===== src/rtl/irq_seq_pkg.sv =====
package irq_seq_pkg;
  // Step counter width; timing decode has 2**SC_W one-hot lines.
  localparam int SC_W_DEF    = 4;
  // Number of leading steps reserved for fetch/decode or service.
  localparam int FETCH_STEPS = 3;

  typedef struct packed {
    logic ar_clr;
    logic tr_load;
    logic mem_wr;
    logic pc_clr;
    logic pc_inc;
    logic ien_clr;
    logic sc_clr;
  } svc_strobe_t;
endpackage


===== src/rtl/irq_seq_timer.sv =====
module irq_seq_timer #(
  parameter int SC_W = 4,
  localparam int NSTEP = 1 << SC_W
) (
  input  logic             clk,
  input  logic             rst_n,
  input  logic             clr_i,
  output logic [NSTEP-1:0] timing_o
);
  logic [SC_W-1:0] cnt_q;

  always_ff @(posedge clk) begin
    if (!rst_n)     cnt_q <= '0;
    else if (clr_i) cnt_q <= '0;
    else            cnt_q <= cnt_q + 1'b1;
  end

  // One-hot decode of the step counter.
  for (genvar s = 0; s < NSTEP; s++) begin : g_dec
    assign timing_o[s] = (cnt_q == SC_W'(s));
  end
endmodule


===== src/rtl/irq_pend_ff.sv =====
module irq_pend_ff #(
  parameter int NLEAD = 3
) (
  input  logic             clk,
  input  logic             rst_n,
  input  logic [NLEAD-1:0] lead_steps_i,
  input  logic             ien_i,
  input  logic             in_flag_i,
  input  logic             out_flag_i,
  input  logic             svc_done_i,
  output logic             pend_o
);
  logic may_latch;

  // Latching is blocked while any fetch/decode (or service) step runs.
  assign may_latch = ~(|lead_steps_i) & ien_i & (in_flag_i | out_flag_i);

  always_ff @(posedge clk) begin
    if (!rst_n)          pend_o <= 1'b0;
    else if (svc_done_i) pend_o <= 1'b0;
    else if (may_latch)  pend_o <= 1'b1;
  end
endmodule


===== src/rtl/irq_step_ctl.sv =====
module irq_step_ctl
  import irq_seq_pkg::*;
#(
  parameter int NLEAD = 3
) (
  input  logic             pend_i,
  input  logic [NLEAD-1:0] lead_steps_i,
  output logic [NLEAD-1:0] fetch_en_o,
  output svc_strobe_t      strobe_o
);
  // Normal fetch/decode steps only when no interrupt is pending.
  for (genvar k = 0; k < NLEAD; k++) begin : g_fetch
    assign fetch_en_o[k] = lead_steps_i[k] & ~pend_i;
  end

  always_comb begin
    strobe_o         = '0;
    strobe_o.ar_clr  = pend_i & lead_steps_i[0];
    strobe_o.tr_load = pend_i & lead_steps_i[0];
    strobe_o.mem_wr  = pend_i & lead_steps_i[1];
    strobe_o.pc_clr  = pend_i & lead_steps_i[1];
    strobe_o.pc_inc  = pend_i & lead_steps_i[2];
    strobe_o.ien_clr = pend_i & lead_steps_i[2];
    strobe_o.sc_clr  = pend_i & lead_steps_i[2];
  end
endmodule


===== src/rtl/irq_service_seq.sv =====
module irq_service_seq
  import irq_seq_pkg::*;
#(
  parameter int SC_W = SC_W_DEF,
  localparam int NSTEP = 1 << SC_W
) (
  input  logic                   clk,
  input  logic                   rst_n,
  input  logic                   ien_i,
  input  logic                   io_in_flag_i,
  input  logic                   io_out_flag_i,
  input  logic                   instr_done_i,
  output logic [NSTEP-1:0]       timing_o,
  output logic                   irq_pend_o,
  output logic [FETCH_STEPS-1:0] fetch_en_o,
  output logic                   ar_clr_o,
  output logic                   tr_load_o,
  output logic                   mem_wr_o,
  output logic                   pc_clr_o,
  output logic                   pc_inc_o,
  output logic                   ien_clr_o,
  output logic                   sc_clr_o
);
  svc_strobe_t            stb;
  logic [FETCH_STEPS-1:0] lead;

  assign lead = timing_o[FETCH_STEPS-1:0];

  irq_seq_timer #(.SC_W(SC_W)) u_timer (
    .clk      (clk),
    .rst_n    (rst_n),
    .clr_i    (instr_done_i | stb.sc_clr),
    .timing_o (timing_o)
  );

  irq_pend_ff #(.NLEAD(FETCH_STEPS)) u_pend (
    .clk          (clk),
    .rst_n        (rst_n),
    .lead_steps_i (lead),
    .ien_i        (ien_i),
    .in_flag_i    (io_in_flag_i),
    .out_flag_i   (io_out_flag_i),
    .svc_done_i   (stb.pc_inc),
    .pend_o       (irq_pend_o)
  );

  irq_step_ctl #(.NLEAD(FETCH_STEPS)) u_ctl (
    .pend_i       (irq_pend_o),
    .lead_steps_i (lead),
    .fetch_en_o   (fetch_en_o),
    .strobe_o     (stb)
  );

  assign ar_clr_o  = stb.ar_clr;
  assign tr_load_o = stb.tr_load;
  assign mem_wr_o  = stb.mem_wr;
  assign pc_clr_o  = stb.pc_clr;
  assign pc_inc_o  = stb.pc_inc;
  assign ien_clr_o = stb.ien_clr;
  assign sc_clr_o  = stb.sc_clr;
endmodule


===== config.mk =====
export PLATFORM = sky130hd
export DESIGN_NAME = irq_service_seq
export DESIGN_NICKNAME = d
export VERILOG_FILES = /design/src/rtl/irq_seq_pkg.sv /design/src/rtl/irq_seq_timer.sv /design/src/rtl/irq_pend_ff.sv /design/src/rtl/irq_step_ctl.sv /design/src/rtl/irq_service_seq.sv
export SDC_FILE = /design/constraint.sdc
export NUM_CORES = 1
export LEC_CHECK = 0
export BUFFER_PORTS_ARGS = -buffer_cell sky130_fd_sc_hd__buf_2
export CAP_MARGIN = 0
export CORE_AREA = 3 3 40 42
export DETAILED_ROUTE_END_ITERATION = 7
export DIE_AREA = 0 0 43 45
export GPL_TIMING_DRIVEN = 1
export PLACE_DENSITY_LB_ADDON = 0.15
export SLEW_MARGIN = 20
export SYNTH_ARGS = -nofsm -noshare
export SYNTH_HDL_FRONTEND = slang
export SYNTH_SLANG_ARGS = --single-unit

===== constraint.sdc =====
create_clock -name clk -period 4 [get_ports clk]
set_clock_uncertainty 0.2 [all_clocks]
set_input_delay 0.8 -clock clk [delete_from_list [all_inputs] [get_ports clk]]
set_output_delay 0.8 -clock clk [all_outputs]
set_load 0.05 [all_outputs]

==> qor.txt, run 1 <==
Worst hold stages -> 1
Aggregate global-route resource usage -> 12.16%
Gate count of the mapped netlist -> 57
Minimum clock period after layout -> 2.602 ns
Number of iterations in the first detailed-routing pass -> 4
Max capacitance violation total -> 0
Worst r2r path cells -> 5
Sequential fraction of the synthesis area -> 22.04%
Wire per inst -> 10.94 µm
Number of buffers created by CTS -> 3
CORE AREA -> 1285 µm²
Number of flops mapped to enable cells by yosys -> 0
Power density relative to cell area -> 250.2 nW/µm²
Synthesis-stage register bit count -> 5
Worst R2R Start -> u_timer.cnt_q[0]
Row count -> 13
CP Capture Type -> primary output
Number of primary I/O pins -> 33
Number of global-route vias before repair -> 399
Post-DP Area -> 590.6 µm²
Y dimension of the die -> 45 µm
Final Hold Viols -> 0
Synth top area share -> 22.04%
Unrepaired setup endpoints after global routing -> false
Max incr delay on CP -> 0.38 ns
Number of cells upsized or downsized after cts -> 0
Setup Crit Path Kind -> reg -> out
Top cells by area in the synthesized netlist -> sky130_fd_sc_hd__dfxtp_1, sky130_fd_sc_hd__and2_1, sky130_fd_sc_hd__ha_1, sky130_fd_sc_hd__and3_1, sky130_fd_sc_hd__buf_4
Terminus of the critical flop-to-flop path -> u_timer.cnt_q[2]
Post-cts hold buffer count -> 0
Source of the critical timing path -> u_timer.cnt_q[0]
Mapped cell area -> 454.2 µm²
H-Tree Level Count -> 1
Net count of the mapped netlist -> 67
Global-route wire length before repair -> 1.745 mm
Top cells by instance count after synthesis -> sky130_fd_sc_hd__and2_1, sky130_fd_sc_hd__and3_1, sky130_fd_sc_hd__nor2_1
Cell chain of the critical path -> inv_1, ha_1, nor4bb_4, buf_2
Portion of the clock cycle consumed by the worst path in the final layout -> 65.05%
Worst IR Drop VDD -> 0.1346 mV
Cell with the largest stage delay on the worst path -> sky130_fd_sc_hd__nor4bb_4
Slew headroom -> 72.31%
WP data arrival -> 1.60 ns
Ant diodes -> 0
Library cell with the largest summed area after synthesis -> sky130_fd_sc_hd__dfxtp_1
Number of warnings printed during yosys synthesis -> 0
Syn avg cell area -> 7.968 µm²
Most repeated cell in the gate-level netlist after synthesis -> sky130_fd_sc_hd__and2_1
Clock network latency to the later pin of the worst-skew pair -> 0.24 ns
Remaining DRCs -> 0
Type of the worst min-delay path -> reg -> reg
Total overflow reported by the global router -> 0
Post-Layout Inst Area -> 616.8 µm²
Clock root buffer -> sky130_fd_sc_hd__clkbuf_4
Final max-slew violation count -> 0
Via count of the routed design -> 445
Clock tree from TritonCTS -> yes
Max Clock Freq -> 384.3 MHz
Mean number of vias per cell -> 4.363
R2R setup slack -> 2.30 ns
Iteration-0 DRC Markers -> 6
Worst Setup EP -> sc_clr_o
Count of cell types in the netlist -> 20
Port Buf Inserts -> 32
Starting density of the core -> 35.35%
Final total negative setup slack -> 0 ns
Leakage component of the power -> 0.0003902 µW
Fraction of final layout cells sized beyond drive strength 1 -> 44.83%
Final weighted congestion in routability-driven placement -> 0.7177
Main flop type after synthesis -> sky130_fd_sc_hd__dfxtp_1
Critical Path Fanout Max -> 5
Clock Tree Buf Depth -> 2
Pin count of the biggest net entering global routing -> 12
Filler instances -> 138
Routed wire length -> 1.116 mm
Clock sink total -> 5
Async set-reset flop share out of synthesis -> 0%
Final core occ -> 48.00%
Antenna-violating nets left -> 0
Finish-stage setup viols -> 0
Post-CTS setup buffer count -> 0
Syn-to-layout area delta -> 35.81%
Antenna violations before repair -> 0
Clock-pin slew reported for the worst setup and hold paths after clock tree synthesis -> 0.04 ns
CP required -> 3.00 ns
Layout Nets -> 98
CP Launch Type -> flop
Status -> completed
Half-perimeter wire length after detailed placement -> 908.5 µm
Slew of the pin with the lowest slew margin -> 0.4147 ns
Total Die Area -> 1935 µm²
Die Wd -> 43 µm
-- kinds of logic (layout without fill, tap and decap cells) --
family / count (synthesis) / after routing / share of synthesized area (%)
adders and majority gates: 4 / 4 / 11.02
and+or+nand+nor: 33 / 33 / 46.01
buffers and inverters: 10 / 40 / 12.67
AOI/OAI and AO/OA: 3 / 3 / 4.406
xor gates and xnor gates: 2 / 2 / 3.857
DFF: 5 / 5 / 22.04
-- through the flow --
stage                     std cells  power, µW  hold WS (ns)  setup WS, ns
after floorplan                  57      88.71        0.2446         1.092
after global placement           98      98.96        0.2667         1.738
after CTS                       102      158.6        0.2876         1.358
after global routing            102      164.6        0.3251         1.279
after detailed placement         98      98.92        0.2762         1.620
final                           102      154.3        0.2802         1.398
-- where the power goes --
group / total (µW) / internal, µW / leakage, µW / switching [µW]
Clock: 56.7 / 37.6 / 0.0000150 / 19.1
Combinational: 43.8 / 12.6 / 0.000335 / 31.2
Sequential: 53.9 / 51.6 / 0.0000407 / 2.25
Total: 154 / 102 / 0.000390 / 52.5
-- area by class of cell --
class	instances	area (µm²)	share of cell area, %
multi-input combinational	42	296.5	48.07
timing repair buffer	32	160.2	25.96
sequential	5	100.1	16.23
clock buffer	4	26.28	4.260
tap	15	18.77	3.043
inverter	4	15.01	2.434
-- worst min path at each step --
stage | from | endpoint | slack [ns]
global route | u_timer.cnt_q[0] | u_timer.cnt_q[0] | 0.33
CTS | u_timer.cnt_q[0] | u_timer.cnt_q[0] | 0.29
global placement | u_timer.cnt_q[0] | u_timer.cnt_q[0] | 0.27
floorplan | u_timer.cnt_q[0] | u_timer.cnt_q[0] | 0.24
finish | u_timer.cnt_q[0] | u_timer.cnt_q[0] | 0.28
detailed placement | u_timer.cnt_q[0] | u_timer.cnt_q[0] | 0.28
-- critical path, delay by kind of cell (launching register included) --
family / cells / cell delay [ns]
AND/OR/NAND/NOR: 1 / 0.38
flip-flops: 1 / 0.34
buffers and inverters: 2 / 0.42
adder cells (fa/ha/maj): 1 / 0.23
-- layout by cell type (no fill, tap or decap), drive strengths merged, types with 2 or more instances in the layout --
master	Yosys	routed
buf	6	32
and2	10	10
nor2	7	7
and3	6	6
dfxtp	5	5
inv	4	4
nor2b	4	4
ha	4	4
clkbuf	0	4
nand2	2	2
-- state kept, by name (all words and copies together), names as in the netlist --
register,count
u_pend.pend_o,1
u_timer.cnt_q,4
-- routing by layer --
layer / track usage, % / wire length (µm) / up-vias
met5: 0 / 0 / -
met4: 3.614 / 0 / 0
met3: 5.578 / 106 / 0
met2: 20.96 / 513 / 19
met1: 13.49 / 496 / 187
li1: - / - / 239
Note: power is estimated with default switching activity, not from simulation.
==> inputs of run 2 (changes only) <==
--- a/config.mk
+++ b/config.mk
@@ -7,9 +7,9 @@
 export LEC_CHECK = 0
 export BUFFER_PORTS_ARGS = -buffer_cell sky130_fd_sc_hd__buf_2
 export CAP_MARGIN = 0
-export CORE_AREA = 3 3 40 42
+export CORE_MARGIN = 3
+export CORE_UTILIZATION = 34
 export DETAILED_ROUTE_END_ITERATION = 7
-export DIE_AREA = 0 0 43 45
 export GPL_TIMING_DRIVEN = 1
 export PLACE_DENSITY_LB_ADDON = 0.15
 export SLEW_MARGIN = 20
==> constraint.sdc (replaced) <==
create_clock -name clk -period 2.25 [get_ports clk]
set_clock_uncertainty 0.2 [all_clocks]
set_input_delay 0.45 -clock clk [delete_from_list [all_inputs] [get_ports clk]]
set_output_delay 0.45 -clock clk [all_outputs]
set_load 0.05 [all_outputs]
==> run 2 against run 1 <==
  * Hold slack got worse by 0.032 ns
  * Total power increased by 80%
  * Sequential cell count unchanged
  * Clock power increased by 83%
  * Critical path depth unchanged
  * Utilization increased by 5.9 points
  * Via count increased by 1.6%
  * Clock-buffer cell count unchanged
  * Register-to-register slack got worse by 1.7 ns
  * Setup slack got worse by 1.3 ns
  * Design area increased by 2.4%
  * Critical endpoint is now ien_clr_o
  * Largest power group unchanged
==> qor.txt, run 2 (synthesis results as in run 1) <==
Y dimension of the die -> 42.55 µm (-5.4%)
Power density relative to cell area -> 439.8 nW/µm² (+76%)
Final max-slew violation count -> 0 (unchanged)
Number of iterations in the first detailed-routing pass -> 4 (unchanged)
Max reg flops -> 4 (unchanged)
Via count of the routed design -> 452 (+1.6%)
Status -> completed
Unrepaired setup endpoints after global routing -> true
H-Tree Level Count -> 1 (unchanged)
Slew of the pin with the lowest slew margin -> 0.3690 ns (-0.04570 ns)
R2R setup slack -> 0.55 ns (-1.75 ns)
Sum of routed wire segments on met1 -> 418 µm (-16%)
Max incr delay on CP -> 0.34 ns (-0.04 ns)
Total area of multi-input combinational cells -> 301.5 µm² (+1.7%)
Routed wire length on met2 -> 479 µm (-6.6%)
Final worst-path setup slack -> 0.04943 ns (-1.348 ns)
Number of primary I/O pins -> 33 (unchanged)
Cell with the largest stage delay on the worst path -> sky130_fd_sc_hd__dfxtp_1
WP data arrival -> 1.55 ns (-0.05 ns)
Half-perimeter wire length after detailed placement -> 815.9 µm (-10%)
Max capacitance violation total -> 0 (unchanged)
Post-CTS setup buffer count -> 0 (unchanged)
Type of the worst min-delay path -> in -> reg
Syn-to-layout area delta -> 39.12%
Ant diodes -> 0 (unchanged)
CP required -> 1.60 ns (-1.40 ns)
Remaining DRCs -> 0 (unchanged)
Leakage component of the power -> 0.0003909 µW (+0.18%)
Worst IR Drop VDD -> 0.2856 mV (+110%)
Clock Tree Buf Depth -> 2 (unchanged)
Top flop regs -> u_timer.cnt_q x4, u_pend.pend_o x1
Finish-stage setup viols -> 0 (unchanged)
Worst Setup Slack post-DPL -> 0.3063 ns (-1.314 ns)
Global-route wire length before repair -> 1.545 mm (-11%)
Number of global-route vias before repair -> 376 (-5.8%)
Total Die Area -> 1811 µm² (-6.4%)
Highest metal used -> met3
Pin count of the biggest net entering global routing -> 12 (unchanged)
Clock-pin slew reported for the worst setup and hold paths after clock tree synthesis -> 0.04 ns (about the same)
Final Hold Viols -> 0 (unchanged)
Final weighted congestion in routability-driven placement -> 0.6679 (-6.9%)
Max Clock Freq -> 454.4 MHz
Port Buf Inserts -> 32 (unchanged)
Clock tree from TritonCTS -> yes
Wire per inst -> 10.07 µm (-8.0%)
Die Wd -> 42.55 µm (-1.0%)
Routed wire length -> 1.017 mm (-8.9%)
Total overflow reported by the global router -> 0 (unchanged)
Worst Hold Margin -> 0.2478 ns (-0.03234 ns)
Sequential standard cell area -> 103.9 µm² (+3.8%)
Mean number of vias per cell -> 4.475 (+2.6%)
Slew headroom -> 75.36% (+3.1 points)
Starting density of the core -> 38.78% (+3.4 points)
Setup Crit Path Kind -> reg -> out
Row count -> 12 (-1)
Antenna violations before repair -> 0 (unchanged)
Layout Nets -> 98 (unchanged)
Cell chain of the critical path -> inv_1, ha_1, nor4bb_4, clkbuf_4
Post-cts hold buffer count -> 0 (unchanged)
CP Launch Type -> flop
Clock sink total -> 5 (unchanged)
Fraction of final layout cells sized beyond drive strength 1 -> 48.28% (+3.4 points)
Portion of the clock cycle consumed by the worst path in the final layout -> 97.80%
Top library cells by usage in the layout, fill and taps aside -> sky130_fd_sc_hd__buf_2, sky130_fd_sc_hd__and2_1, sky130_fd_sc_hd__nor2_1, sky130_fd_sc_hd__and3_1, sky130_fd_sc_hd__clkbuf_4
Antenna-violating nets left -> 0 (unchanged)
Number of cells upsized or downsized after cts -> 0 (unchanged)
CP Capture Type -> primary output
CORE AREA -> 1171 µm² (-8.9%)
Aggregate global-route resource usage -> 11.34% (-0.81 points)
Biggest register -> u_timer.cnt_q
Number of buffers created by CTS -> 3 (unchanged)
Critical Path Fanout Max -> 5 (unchanged)
Iteration-0 DRC Markers -> 7 (+1)
Minimum clock period after layout -> 2.201 ns
Clock network latency to the later pin of the worst-skew pair -> 0.24 ns (about the same)
Most common cell after layout, fill and taps aside -> sky130_fd_sc_hd__buf_2
Filler instances -> 125 (-9.4%)
Detailed route wirelength on metal3 -> 119 µm (+12%)
Clock root buffer -> sky130_fd_sc_hd__clkbuf_4
## run 2: stage by stage
step	cells	instance area (µm²)	setup TNS, ns	util (%)	power [µW]
floorplan	57	470.5	-0.1727	-	158.7
global placement	97	598.1	0	51.07	175.8
detailed placement	97	598.1	0	51.07	175.8
CTS	101	624.3	0	53.31	283.7
global route	101	631.9	-0.1162	53.95	295.5
finish	101	631.9	0	53.95	277.9
## run 2: cell type report
| cell class | count | area share, % |
|---|---|---|
| Multi-Input combinational cell | 42 | 47.72 |
| Clock buffer | 4 | 4.158 |
| Tap cell | 14 | 2.772 |
| Timing Repair Buffer | 32 | 26.53 |
| Sequential cell | 5 | 16.44 |
| Inverter | 4 | 2.376 |
## run 2: worst max-delay path, delay by kind of cell, from the launching register on
kind | cells | cell delay (ns)
adder cells (fa/ha/maj) | 1 | 0.23
buffers and inverters | 2 | 0.41
flip-flops | 1 | 0.34
AND/OR/NAND/NOR | 1 | 0.32
## run 2: where the power goes
group	internal, µW	total (µW)	switching [µW]
combinational	23.2	78.1	54.9
clock	67.0	104	37.0
sequential	91.4	95.7	4.34
total	182	278	96.3
## run 2: worst paths after layout
kind	start	end	depth (start not counted)
setup / recovery	u_timer.cnt_q[0]	ien_clr_o	4
setup reg to reg	u_timer.cnt_q[0]	u_timer.cnt_q[3]	5
hold reg to reg	u_timer.cnt_q[0]	u_timer.cnt_q[0]	1
hold / removal	rst_n	u_pend.pend_o	2
## run 2: per-layer routing
layer | GRT usage, % | vias to the layer above
met4 | 1.863 | 0
met5 | 0 | -
met3 | 8.155 | 0
met1 | 12.21 | 193
met2 | 18.24 | 24
li1 | - | 235
